==> src/rtl/ramp_pkg.sv <==
package ramp_pkg;

   typedef enum logic [1:0] {
      MODE_COARSE  = 2'd0,
      MODE_MEDIUM  = 2'd1,
      MODE_FINE    = 2'd2,
      MODE_FINE_B  = 2'd3
   } step_mode_e;

   localparam int unsigned NUM_MODES = 3;

   // number of commandable steps for each distinct mode index
   function automatic int unsigned mode_steps(input int unsigned idx);
      case (idx)
         0:       return 14;
         1:       return 28;
         default: return 126;
      endcase
   endfunction

endpackage

==> src/rtl/ramp_target_map.sv <==
module ramp_target_map #(
   parameter int unsigned TGT_W     = 8,
   parameter int unsigned SPD_W     = 16,
   parameter int unsigned FINE_FULL = 252
) (
   input  logic [1:0]       mode_i,
   input  logic [TGT_W-1:0] target_i,
   input  logic             force_zero_i,
   output logic [SPD_W-1:0] fine_tgt_o
);
   import ramp_pkg::*;

   logic [SPD_W-1:0] fine_by_mode [NUM_MODES];

   for (genvar g = 0; g < NUM_MODES; g++) begin : g_mode
      localparam int unsigned STEPS = mode_steps(g);
      localparam int unsigned PER   = FINE_FULL / STEPS;

      if (FINE_FULL % STEPS != 0) begin : g_bad_div
         $error("FINE_FULL must divide evenly by every step count");
      end
      if (STEPS >= (1 << TGT_W)) begin : g_bad_tgt
         $error("TGT_W too narrow for step count");
      end

      always_comb begin
         if (target_i > TGT_W'(STEPS))
            fine_by_mode[g] = SPD_W'(STEPS * PER);
         else
            fine_by_mode[g] = SPD_W'(target_i) * SPD_W'(PER);
      end
   end

   always_comb begin
      if (force_zero_i) begin
         fine_tgt_o = '0;
      end else begin
         case (step_mode_e'(mode_i))
            MODE_COARSE: fine_tgt_o = fine_by_mode[0];
            MODE_MEDIUM: fine_tgt_o = fine_by_mode[1];
            default:     fine_tgt_o = fine_by_mode[2];
         endcase
      end
   end

endmodule

==> src/rtl/ramp_pacer.sv <==
module ramp_pacer #(
   parameter int unsigned SPD_W          = 16,
   parameter int unsigned RATE_W         = 8,
   parameter int unsigned FINE_FULL      = 252,
   parameter int unsigned TICKS_PER_RATE = 896,
   parameter int unsigned ACC_W          = 18
) (
   input  logic              clk,
   input  logic              rst_n,
   input  logic              tick_i,
   input  logic [SPD_W-1:0]  speed_i,
   input  logic [SPD_W-1:0]  tgt_i,
   input  logic [RATE_W-1:0] accel_i,
   input  logic [RATE_W-1:0] brake_i,
   output logic              step_o,
   output logic              rise_o,
   output logic              snap_o
);
   logic              up, dn, moving;
   logic [RATE_W-1:0] rate;
   logic [ACC_W-1:0]  acc_q, acc_sum, thr;

   always_comb begin
      up      = tgt_i > speed_i;
      dn      = tgt_i < speed_i;
      moving  = up | dn;
      rate    = up ? accel_i : brake_i;
      thr     = ACC_W'(rate) * ACC_W'(TICKS_PER_RATE);
      acc_sum = acc_q + ACC_W'(FINE_FULL);
      snap_o  = moving && (rate == '0);
      step_o  = moving && tick_i && (rate != '0) && (acc_sum >= thr);
      rise_o  = up;
   end

   always_ff @(posedge clk) begin
      if (!rst_n) begin
         acc_q <= '0;
      end else if (!moving) begin
         acc_q <= '0;
      end else if (tick_i && (rate != '0)) begin
         acc_q <= step_o ? (acc_sum - thr) : acc_sum;
      end
   end

endmodule

==> src/rtl/ramp_integrator.sv <==
module ramp_integrator #(
   parameter int unsigned SPD_W = 16
) (
   input  logic             clk,
   input  logic             rst_n,
   input  logic             step_i,
   input  logic             rise_i,
   input  logic             snap_i,
   input  logic [SPD_W-1:0] tgt_i,
   output logic [SPD_W-1:0] speed_o
);
   always_ff @(posedge clk) begin
      if (!rst_n) begin
         speed_o <= '0;
      end else if (snap_i) begin
         speed_o <= tgt_i;
      end else if (step_i) begin
         speed_o <= rise_i ? speed_o + SPD_W'(1) : speed_o - SPD_W'(1);
      end
   end
endmodule

==> src/rtl/ramp_watchdog.sv <==
module ramp_watchdog #(
   parameter int unsigned TO_W     = 8,
   parameter int unsigned TO_TICKS = 10000,
   parameter int unsigned CNT_W    = 22
) (
   input  logic            clk,
   input  logic            rst_n,
   input  logic            tick_i,
   input  logic            pkt_ok_i,
   input  logic [TO_W-1:0] tout_i,
   output logic            timeout_o
);
   logic [CNT_W-1:0] cnt_q, cnt_nxt, limit;

   always_comb begin
      limit   = CNT_W'(tout_i) * CNT_W'(TO_TICKS);
      cnt_nxt = cnt_q + CNT_W'(1);
   end

   always_ff @(posedge clk) begin
      if (!rst_n) begin
         cnt_q     <= '0;
         timeout_o <= 1'b0;
      end else if (pkt_ok_i || (tout_i == '0)) begin
         cnt_q     <= '0;
         timeout_o <= 1'b0;
      end else if (tick_i && !timeout_o) begin
         if (cnt_nxt >= limit)
            timeout_o <= 1'b1;
         else
            cnt_q <= cnt_nxt;
      end
   end
endmodule

==> src/rtl/momentum_ramp.sv <==
module momentum_ramp #(
   parameter int unsigned TGT_W          = 8,
   parameter int unsigned RATE_W         = 8,
   parameter int unsigned TO_W           = 8,
   parameter int unsigned SPD_W          = 16,
   parameter int unsigned FINE_FULL      = 252,
   parameter int unsigned TICKS_PER_RATE = 896,
   parameter int unsigned TO_TICKS       = 10000
) (
   input  logic              clk,
   input  logic              rst_n,
   input  logic              tick_i,
   input  logic              pkt_ok_i,
   input  logic [1:0]        mode_i,
   input  logic [TGT_W-1:0]  target_i,
   input  logic [RATE_W-1:0] accel_i,
   input  logic [RATE_W-1:0] brake_i,
   input  logic [TO_W-1:0]   tout_i,
   output logic [SPD_W-1:0]  speed_o,
   output logic              timeout_o
);
   localparam int unsigned ACC_W =
      $clog2((2 ** RATE_W) * TICKS_PER_RATE + FINE_FULL + 1);
   localparam int unsigned CNT_W =
      $clog2(((2 ** TO_W) - 1) * TO_TICKS + 2);

   if (FINE_FULL >= TICKS_PER_RATE) begin : g_bad_pace
      $error("TICKS_PER_RATE must exceed FINE_FULL (one unit per tick max)");
   end
   if (FINE_FULL >= (1 << SPD_W)) begin : g_bad_spd
      $error("SPD_W too narrow for FINE_FULL");
   end

   logic [SPD_W-1:0] fine_tgt;
   logic             step, rise, snap;

   ramp_target_map #(
      .TGT_W(TGT_W), .SPD_W(SPD_W), .FINE_FULL(FINE_FULL)
   ) u_map (
      .mode_i(mode_i), .target_i(target_i),
      .force_zero_i(timeout_o), .fine_tgt_o(fine_tgt)
   );

   ramp_pacer #(
      .SPD_W(SPD_W), .RATE_W(RATE_W), .FINE_FULL(FINE_FULL),
      .TICKS_PER_RATE(TICKS_PER_RATE), .ACC_W(ACC_W)
   ) u_pacer (
      .clk(clk), .rst_n(rst_n), .tick_i(tick_i),
      .speed_i(speed_o), .tgt_i(fine_tgt),
      .accel_i(accel_i), .brake_i(brake_i),
      .step_o(step), .rise_o(rise), .snap_o(snap)
   );

   ramp_integrator #(.SPD_W(SPD_W)) u_integ (
      .clk(clk), .rst_n(rst_n), .step_i(step), .rise_i(rise),
      .snap_i(snap), .tgt_i(fine_tgt), .speed_o(speed_o)
   );

   ramp_watchdog #(
      .TO_W(TO_W), .TO_TICKS(TO_TICKS), .CNT_W(CNT_W)
   ) u_wdog (
      .clk(clk), .rst_n(rst_n), .tick_i(tick_i), .pkt_ok_i(pkt_ok_i),
      .tout_i(tout_i), .timeout_o(timeout_o)
   );

endmodule

==> config.mk <==
export PLATFORM = sky130hd
export DESIGN_NAME = momentum_ramp
export DESIGN_NICKNAME = d
export VERILOG_FILES = /design/src/rtl/ramp_pkg.sv /design/src/rtl/ramp_target_map.sv /design/src/rtl/ramp_pacer.sv /design/src/rtl/ramp_integrator.sv /design/src/rtl/ramp_watchdog.sv /design/src/rtl/momentum_ramp.sv
export SDC_FILE = /design/constraint.sdc
export NUM_CORES = 1
export LEC_CHECK = 0
export ABC_CLOCK_PERIOD_IN_PS = 10800
export BUFFER_PORTS_ARGS = -buffer_cell sky130_fd_sc_hd__buf_2
export CORE_UTILIZATION = 63
export DETAILED_ROUTE_END_ITERATION = 16
export MAX_ROUTING_LAYER = met4
export PLACE_DENSITY = 0.83
export RECOVER_POWER = 25
export SETUP_SLACK_MARGIN = 0.1
export SYNTH_ARGS = -nofsm -noshare
export SYNTH_HDL_FRONTEND = slang
export SYNTH_SLANG_ARGS = --single-unit
==> constraint.sdc <==
create_clock -name clk -period 10.8 [get_ports clk]
set_input_delay 1.62 -clock clk [delete_from_list [all_inputs] [get_ports clk]]
set_output_delay 1.62 -clock clk [all_outputs]
set_load 0.1 [all_outputs]
# ---- Word level (Yosys, flattened, before mapping)
# Cells that the tools add are included.
dict set report totals {
  elab_cells 51
  out_inout_bits 17
  inputBits 38
  regBits 57
}
dict set report op_classes {
  n_bitwise 3
  n_mul 4
  n_lt_le_gt_ge 7
  n_reduce_logical 17
  mux 10
  eq_ne 1
  n_addsub 5
}
# op n
set op_table {}
lappend op_table {{16-bit two-way mux} 4}
lappend op_table {{13-bit case mux with 2 select lines} 1}
lappend op_table {{8-bit by 4-bit multiplier with 12-bit output, second input constant} 2}
lappend op_table {{22-bit by 1-bit adder with 22-bit output, second input constant} 1}
lappend op_table {{22-bit >= comparator} 1}
lappend op_table {{18-bit by 8-bit adder with 18-bit output, second input constant} 1}
lappend op_table {{18-bit >= comparator} 1}
lappend op_table {{8-bit by 10-bit multiplier with 18-bit output, second input constant} 1}
lappend op_table {{18-bit two-way mux} 1}
lappend op_table {{18-bit subtractor} 1}
lappend op_table {{16-bit by 1-bit adder with 16-bit output, second input constant} 1}
lappend op_table {{16-bit > comparator} 1}
lappend op_table {{8-bit zero test} 2}
lappend op_table {{16-bit < comparator} 1}
lappend op_table {{16-bit by 1-bit subtractor with 16-bit output, second input constant} 1}
lappend op_table {{13-bit two-way mux} 1}
lappend op_table {{12-bit two-way mux} 1}
lappend op_table {{8-bit by 3-bit multiplier with 11-bit output, second input constant} 1}
lappend op_table {{9-bit two-way mux} 1}
lappend op_table {{8-bit by 4-bit > comparator with 1-bit output, second input constant} 1}
lappend op_table {{8-bit by 5-bit > comparator with 1-bit output, second input constant} 1}
lappend op_table {{8-bit by 7-bit > comparator with 1-bit output, second input constant} 1}
lappend op_table {{8-bit two-way mux} 1}
lappend op_table {{8-bit nonzero test} 1}
lappend op_table {{other kinds (10)} 18}

# ---- Depth between registers and ports, before layout
# Gate-level depths: netlist of the first run.
dict set report logic_depth {
  word_depth 11
  mapped_depth 38
  depth_no_buf 35
}

# ---- Modules after synthesis
# From an unflattened synthesis of the first run, not the netlist that was laid out.
dict set report hier_totals {
  cells_unflattened 991
  hier_area_um2 8062.7
}
# module seq_area_each_um2 cells_per_inst area_each_um2 instances
set modules_own_cells {}
lappend modules_own_cells {ramp_watchdog 460.4 380 3275.6 1}
lappend modules_own_cells {ramp_pacer 320.3 360 2745.1 1}
lappend modules_own_cells {ramp_integrator 320.3 175 1461.4 1}
lappend modules_own_cells {ramp_target_map 0.0 76 580.6 1}

# ---- Worst setup path before layout of the first run
# Ideal clock, no wire load.
dict set report synth_timing {
  path_kind {input -> register}
  startpoint {in target_i[1]}
  endpoint {reg u_pacer.acc_q[8]}
  n_path_buf 3
  t_required_ns 10.683
  arrival_ns 8.458
  setup_ns 0.117
  path_stages 37
  setup_slack_ns 2.225
  cell_sequence {ha_1 > ha_1 > inv_1 > fa_1 > inv_1 > a21o_1 > a21oi_1 > xnor2_1 > o2bb2ai_1 > and2_1 > ha_1 > and3_1 > nand4_1 > or3_1 > o21a_1 > buf_4 > inv_2 > mux2_2 > fa_1 > ha_1 > inv_1 > fa_1 > nor2b_1 > o21ai_0 > a21oi_1 > o21ai_0 > nand2b_1 > xnor2_1 > ha_1 > nand4_1 > o41ai_1 > o22a_1 > and2_1 > clkbuf_1 > buf_2 > o21ai_0 > a32o_1}
}
dict set report synth_via {
  elab_chain_len 10
  word_cells_on_any_way 24
  cone_classes {add/sub (1); mul (3); order compare (6); mux (7); bitwise (1); reduce/logical (6)}
}
# element line_no
set synth_lines {}
lappend synth_lines {{from (decl)} momentum_ramp.sv:15} ;# input logic [TGT_W-1:0] target_i,
lappend synth_lines {{8-bit by 4-bit multiplier with 12-bit output (tied with other cells)} ramp_target_map.sv:30} ;# fine_by_mode[g] = SPD_W'(target_i) * SPD_W'(PER);
lappend synth_lines {{12-bit two-way mux (tied with other cells)} ramp_target_map.sv:27} ;# if (target_i > TGT_W'(STEPS))
lappend synth_lines {{13-bit case mux with 2 select lines *} ramp_target_map.sv:38} ;# case (step_mode_e'(mode_i))
lappend synth_lines {{16-bit two-way mux *} ramp_target_map.sv:35} ;# if (force_zero_i) begin
lappend synth_lines {{16-bit > comparator / 16-bit < comparator (equally long branches)} {ramp_pacer.sv:24, ramp_pacer.sv:25}}
lappend synth_lines {{8-bit two-way mux / 1-bit OR (equally long branches)} {ramp_pacer.sv:27, ramp_pacer.sv:26}}
lappend synth_lines {{8-bit by 3-bit multiplier with 11-bit output (tied with other cells)} ramp_pacer.sv:28} ;# thr = ACC_W'(rate) * ACC_W'(TICKS_PER_RATE);
lappend synth_lines {{18-bit >= comparator / 1-bit logical AND (equally long branches)} ramp_pacer.sv:31} ;# step_o = moving && tick_i && (rate != '0) && (acc_sum >= thr);
lappend synth_lines {{1-bit logical AND} ramp_pacer.sv:31}
lappend synth_lines {{18-bit two-way mux} ramp_pacer.sv:41} ;# acc_q <= step_o ? (acc_sum - thr) : acc_sum;
lappend synth_lines {{to (signal assigned)} ramp_pacer.sv:41}
lappend synth_lines {{to (decl)} ramp_pacer.sv:21} ;# logic [ACC_W-1:0] acc_q, acc_sum, thr;
# Mark *: on every way between the ends. The rest lies on a longest branch, timed or not.
# A chain may end at the register's enable or synchronous reset.

# ---- Final worst setup path of the first run
dict set report layout_timing {
  startpoint {in target_i[4]}
  endpoint {reg u_pacer.acc_q[10]}
}
# The elaborated chain is that of the path after synthesis.

==> results of run 1 <==
final cells by class:
cell class                      count  area share [%]
Inverter                           99            4.73
Clock buffer                        5            1.59
Sequential cell                    55            14.0
Multi-Input combinational cell    726            73.7
Timing Repair Buffer               57            3.46
Clock inverter                      3           0.255
Tap cell                          143            2.28
cells in the final DEF (no fill, tap or decap), types with 4 or more instances in the layout:
cell type  Yosys  routed
inv_1         97      97
buf_2          7      37
clkbuf_1      19      17
fa_1          20      20
dfxtp_1       55      55
or3_1         15      15
xor2_1        25      25
o211ai_1      14      14
o21ai_0       43      43
o31ai_1       19      19
nor3_1        20      20
or4_1         22      22
and2_1         7       7
or2_2          6       6
a21oi_1       67      67
a31oi_1       15      15
mux2i_1       11      11
and3_1         4       4
nor4_1         8       8
a21o_1        17      17
ha_1         126     126
nor2b_1        9       9
nor2_1        30      30
nand2b_1       7       7
nand3_1       37      37
clkbuf_16      0       5
a211oi_1      12      12
nand2_1       52      52
o21bai_1       8       8
nand4_1       11      11
xnor2_1       44      44
o21a_1         8       8
cells by family after synthesis:
| family | after synthesis |
|---|---|
| flip-flops | 55 |
| AND/OR/NAND/NOR | 251 |
| buffers and inverters | 128 |
| other | 1 |
| AO/OA/AOI/OAI | 244 |
| adder cells (fa/ha/maj) | 146 |
| multiplexers | 14 |
| XOR/XNOR | 69 |
where the power goes:
group	switching [uW]	internal, uW
Sequential	42.2	236
Clock	79.9	85.7
Combinational	1090	750
flip-flops by register name, summed over array words and instances (netlist names):
signal	cells
u_pacer.acc_q	16
u_wdog.timeout_o	1
u_integ.speed_o	16
u_wdog.cnt_q	22
final timing paths:
kind,to
setup / recovery,u_pacer.acc_q[10]
hold / removal,u_wdog.cnt_q[21]
setup reg to reg,u_pacer.acc_q[10]
hold reg to reg,u_wdog.cnt_q[21]
routing by layer:
layer	up-vias	track usage (%)	wire length (microns)
met5	-	-	0
met4	0	8.27	408
met3	41	4.47	720
met2	160	48.5	7900
met1	3141	36.1	7490
li1	3406	-	-
critical path, delay by kind of cell:
kind | cells | cell delay (ns)
fa+ha+maj | 7 | 2.47
simple gates | 4 | 1.00
compound gates | 12 | 2.79
mux | 2 | 0.50
buf+inv | 6 | 1.04
xor+xnor | 2 | 0.31
metrics by stage:
| stage | power, uW | util, % | std cells | setup slack (ns) |
|---|---|---|---|---|
| 2_1_floorplan | 1780 | - | 909 | 2.22 |
| 3_3_place_gp | 2080 | 67.7 | 1080 | 1.20 |
| 3_5_place_dp | 2110 | 67.7 | 1080 | 0.972 |
| 4_1_cts | 2280 | 69.0 | 1088 | 1.27 |
| 5_1_grt | 2520 | 68.8 | 1088 | 0.590 |
| 6_report | 2290 | 68.8 | 1088 | 1.20 |
==> impl_metrics.ini, run 1 <==
[outcome]
status = completed

[synthesis]
yosys_register_bits = 55
synth_cells = 908
synth-adder-area-share_pct = 26.8
seq_area_frac_synth_pct = 14.9
yosys.area_share.simple_pct = 19.4
synth_top_cell_by_area = ha_1
synth.top_cell.area_share_pct = 21.4
synth_top_family_by_area = adder cells
synth.most_common_cell = ha_1
async_flop_share_pct = 0
synth_area_leaders = ha_1, dfxtp_1, fa_1, xnor2_1, inv_1
synth_xor_area_share_pct = 8.19
syn_area_sq_um = 7380
ys.flop_type = dfxtp_1
synth_edf_count = 0
ys_types = 77
yosysWarnings = 0
synth_compound_area_share_pct = 21.9
muxShareOfSynthArea_pct = 1.95
synth_top_cells_by_count = ha_1, inv_1, a21oi_1, dfxtp_1, nand2_1
syn_area_per_cell_sq_um = 8.13

[clocking]
clk_path_buf_depth = 2
cts_root_buffer = clkbuf_16
cts.clk_slew.worst_paths_ns = 0.08
clock-sinks = 55
cts.repair.resized = 0
cts_buffers = 5
cts_tree = yes
cts_setup_buffers = 0
htreeDepth = 2
holdBufCountCts = 0
clkLatencyLatePin_ns = 0.31

[detailed_routing]
postRouteAntennaNets = 0
vias_per_cell = 6.20
route.detailed.drc = 0
vias = 6748
drtPass1Iterations = 7
drt_iter0_drc = 357
wirelength_microns = 16500
post_drt_wl_per_cell_microns = 15.2

[cells_and_area]
nNetsFinal = 1128
fillers = 953
final_layout_size_suffix_gt1_share_pct = 8.15
final_area_sq_um = 7860
antenna_cells = 0
seqCellArea_sq_um = 1100
areaGrowthSynthToFinish_pct = 6.42
multi_input_comb_area_sq_um = 5790

[die]
rows = 39
start_util_pct = 64.7
die-area_sq_um = 12200
die_h_microns = 110
core_sq_um = 11400
die_w_microns = 110
pin_count = 55

[global_routing]
grt_pass1_wl_microns = 27400
grt_pass1_vias = 6168
antenna_found_initial = 0
grt_util_all_layers_pct = 29.0
grt_overflow = 0
grt_max_degree = 44

[setup_path]
path_common_cell = ha_1
start_kind = input port
crit_path_top_delay_cell = a2111oi_0
required_ns = 10.95
cpPeakStageDelay_ns = 0.71
critPathCaptureType = register
rr_worst_depth = 27
crit_fanout = 22
cp.arrival_ns = 9.76
r2r_start = u_wdog.timeout_o
crit_start = target_i[4]
crit_type = in -> reg
ff2ff_setup_slack_ns = 3.34

[power]
p_leak_uw = 0.00355
power_density_nw_per_um2 = 291
ir_drop_uv = 326

[timing]
worst_slew_pin_slew_ns = 1.35
period_needed_ns = 9.60
fin_setup_tns_ns = 0
max-slew-margin-rel_pct = 10.1
maxSlewViolCount = 0
fmax_mhz = 104
fin_crit_sh_pct = 88.9
rsz0062_at_grt = no
final_hold_viol_count = 0
hold_ws_ns = 0.500
clock_skew_ns = 0.00675
setup_violations = 0

[placement]
hpwlAfterDp_microns = 13200
routabilityCongestion = 0.927
placedInstanceArea_sq_um = 7730
io_buffers = 54

[min_path]
hold_path_depth = 2
hp-class = reg -> reg
hp-start = u_wdog.cnt_q[21]

[job]
max-cap-violations = 0
(Power assumes the default switching activity.)
==> run 2, diff against run 1 <==
- ABC_CLOCK_PERIOD_IN_PS: 10800 -> 11800
- CORE_UTILIZATION: 63 -> 65
- PLACE_DENSITY: 0.83 -> 0.85
- clock period: 10.8 -> 11.8 ns (I/O delays scaled with it)
==> impl_metrics.ini, run 2 (same netlist as run 1, synthesis figures left out) <==
[timing]
setup_violations = 0
fin_crit_sh_pct = 85.1
final_hold_viol_count = 0
max-slew-margin-rel_pct = 12.3
period_needed_ns = 10.05
worst_slew_pin_slew_ns = 1.32
fmax_mhz = 99.5
clock_skew_ns = 0.00457
hold_ws_ns = 0.506
maxSlewViolCount = 0
fin_setup_tns_ns = 0
rsz0062_at_grt = no

[placement]
io_buffers = 54
routabilityCongestion = 0.980
hpwlAfterDp_microns = 13900

[global_routing]
antenna_found_initial = 0
grt_max_degree = 44
grt_util_all_layers_pct = 31.6
grt_pass1_vias = 6533
grt_pass1_wl_microns = 29200
grt_overflow = 0

[setup_path]
start_kind = input port
path_common_cell = ha_1
required_ns = 12.03
critPathCaptureType = register
crit_type = in -> reg
cpPeakStageDelay_ns = 0.74
crit_path_top_delay_cell = a2111oi_0
crit_fanout = 30
critPathTopFamily = adder cells
cp.arrival_ns = 10.27
path_buf_inv = 4

[power]
p_leak_uw = 0.00357
power_density_nw_per_um2 = 273
ir_drop_uv = 363

[clocking]
clkLatencyLatePin_ns = 0.30
cts_root_buffer = clkbuf_16
cts_setup_buffers = 0
cts.clk_slew.worst_paths_ns = 0.07
cts_buffers = 5
htreeDepth = 2
cts_tree = yes
clk_path_buf_depth = 2
holdBufCountCts = 0
cts.repair.resized = 0
clock-sinks = 55

[cells_and_area]
final_common_cell = ha_1
largest_reg_flops = 22
areaGrowthSynthToFinish_pct = 6.81
top_register = u_wdog.cnt_q
layout_common_cells = ha_1, inv_1, a21oi_1, dfxtp_1, nand2_1
top_regs = u_wdog.cnt_q x22, u_integ.speed_o x16, u_pacer.acc_q x16
final_layout_size_suffix_gt1_share_pct = 7.95
antenna_cells = 0
nNetsFinal = 1126

[die]
die_h_microns = 109
pin_count = 55
die-area_sq_um = 11800
start_util_pct = 67.5
die_w_microns = 109
rows = 38
core_sq_um = 10900

[detailed_routing]
vias = 6872
postRouteAntennaNets = 0
route.detailed.drc = 0
vias_per_cell = 6.35
drtPass1Iterations = 5
wirelength_microns = 17500
post_drt_wl_per_cell_microns = 16.1
drt_iter0_drc = 461

[job]
max-cap-violations = 0

[min_path]
hp-class = reg -> reg

[outcome]
status = completed
[run 2: power by group]
part | total (uW) | switching, uW | internal (uW)
clock network | 196 | 74.5 | 122
logic | 1700 | 1020 | 680
registers | 258 | 41.9 | 216
[run 2: worst reg2reg max path, delay by kind of cell (launching register included)]
family                     cells  cell delay [ns]
xor gates and xnor gates       1             0.08
DFF                            1             0.57
and+or+nand+nor                9             2.70
muxes                          1             0.45
buffers and inverters          3             0.65
AOI/OAI and AO/OA              7             1.41
adders and majority gates      5             1.79
[run 2: path summary, 6_finish.rpt]
check,start,end,slack [ns],cells past startpoint
setup / recovery,target_i[1],u_integ.speed_o[4],1.75,31
hold / removal,u_pacer.acc_q[3],u_pacer.acc_q[3],0.51,2
setup reg to reg,u_wdog.timeout_o,u_integ.speed_o[4],4.08,26
hold reg to reg,u_pacer.acc_q[3],u_pacer.acc_q[3],0.51,2
[run 2: layout make-up]
| cell class | count | area, sq um |
|---|---|---|
| Clock buffer | 5 | 125 |
| Clock inverter | 3 | 67.6 |
| Fill cell | 905 | 3050 |
| Inverter | 99 | 372 |
| Multi-Input combinational cell | 726 | 5790 |
| Sequential cell | 55 | 1100 |
| Tap cell | 140 | 175 |
| Timing Repair Buffer | 55 | 256 |
[run 2: routing by layer]
metal / track usage [%] / share of wire [%] / up-vias
met5: - / 0 / -
met4: 8.49 / 2.1 / 0
met3: 4.22 / 5.6 / 30
met2: 56.6 / 50 / 218
met1: 36.9 / 42 / 3222
li1: - / - / 3402
[run 2: through the flow]
step | worst slack (ns) | total power (uW) | std cells | area [sq um] | utilization [%]
2_1_floorplan | 3.07 | 1620 | 909 | 7390 | -
3_3_place_gp | 2.03 | 1890 | 1075 | 7710 | 70.5
3_5_place_dp | 1.65 | 1940 | 1075 | 7710 | 70.5
4_1_cts | 1.95 | 2140 | 1083 | 7910 | 72.3
5_1_grt | 1.42 | 2350 | 1083 | 7890 | 72.1
6_report | 1.75 | 2160 | 1083 | 7890 | 72.1
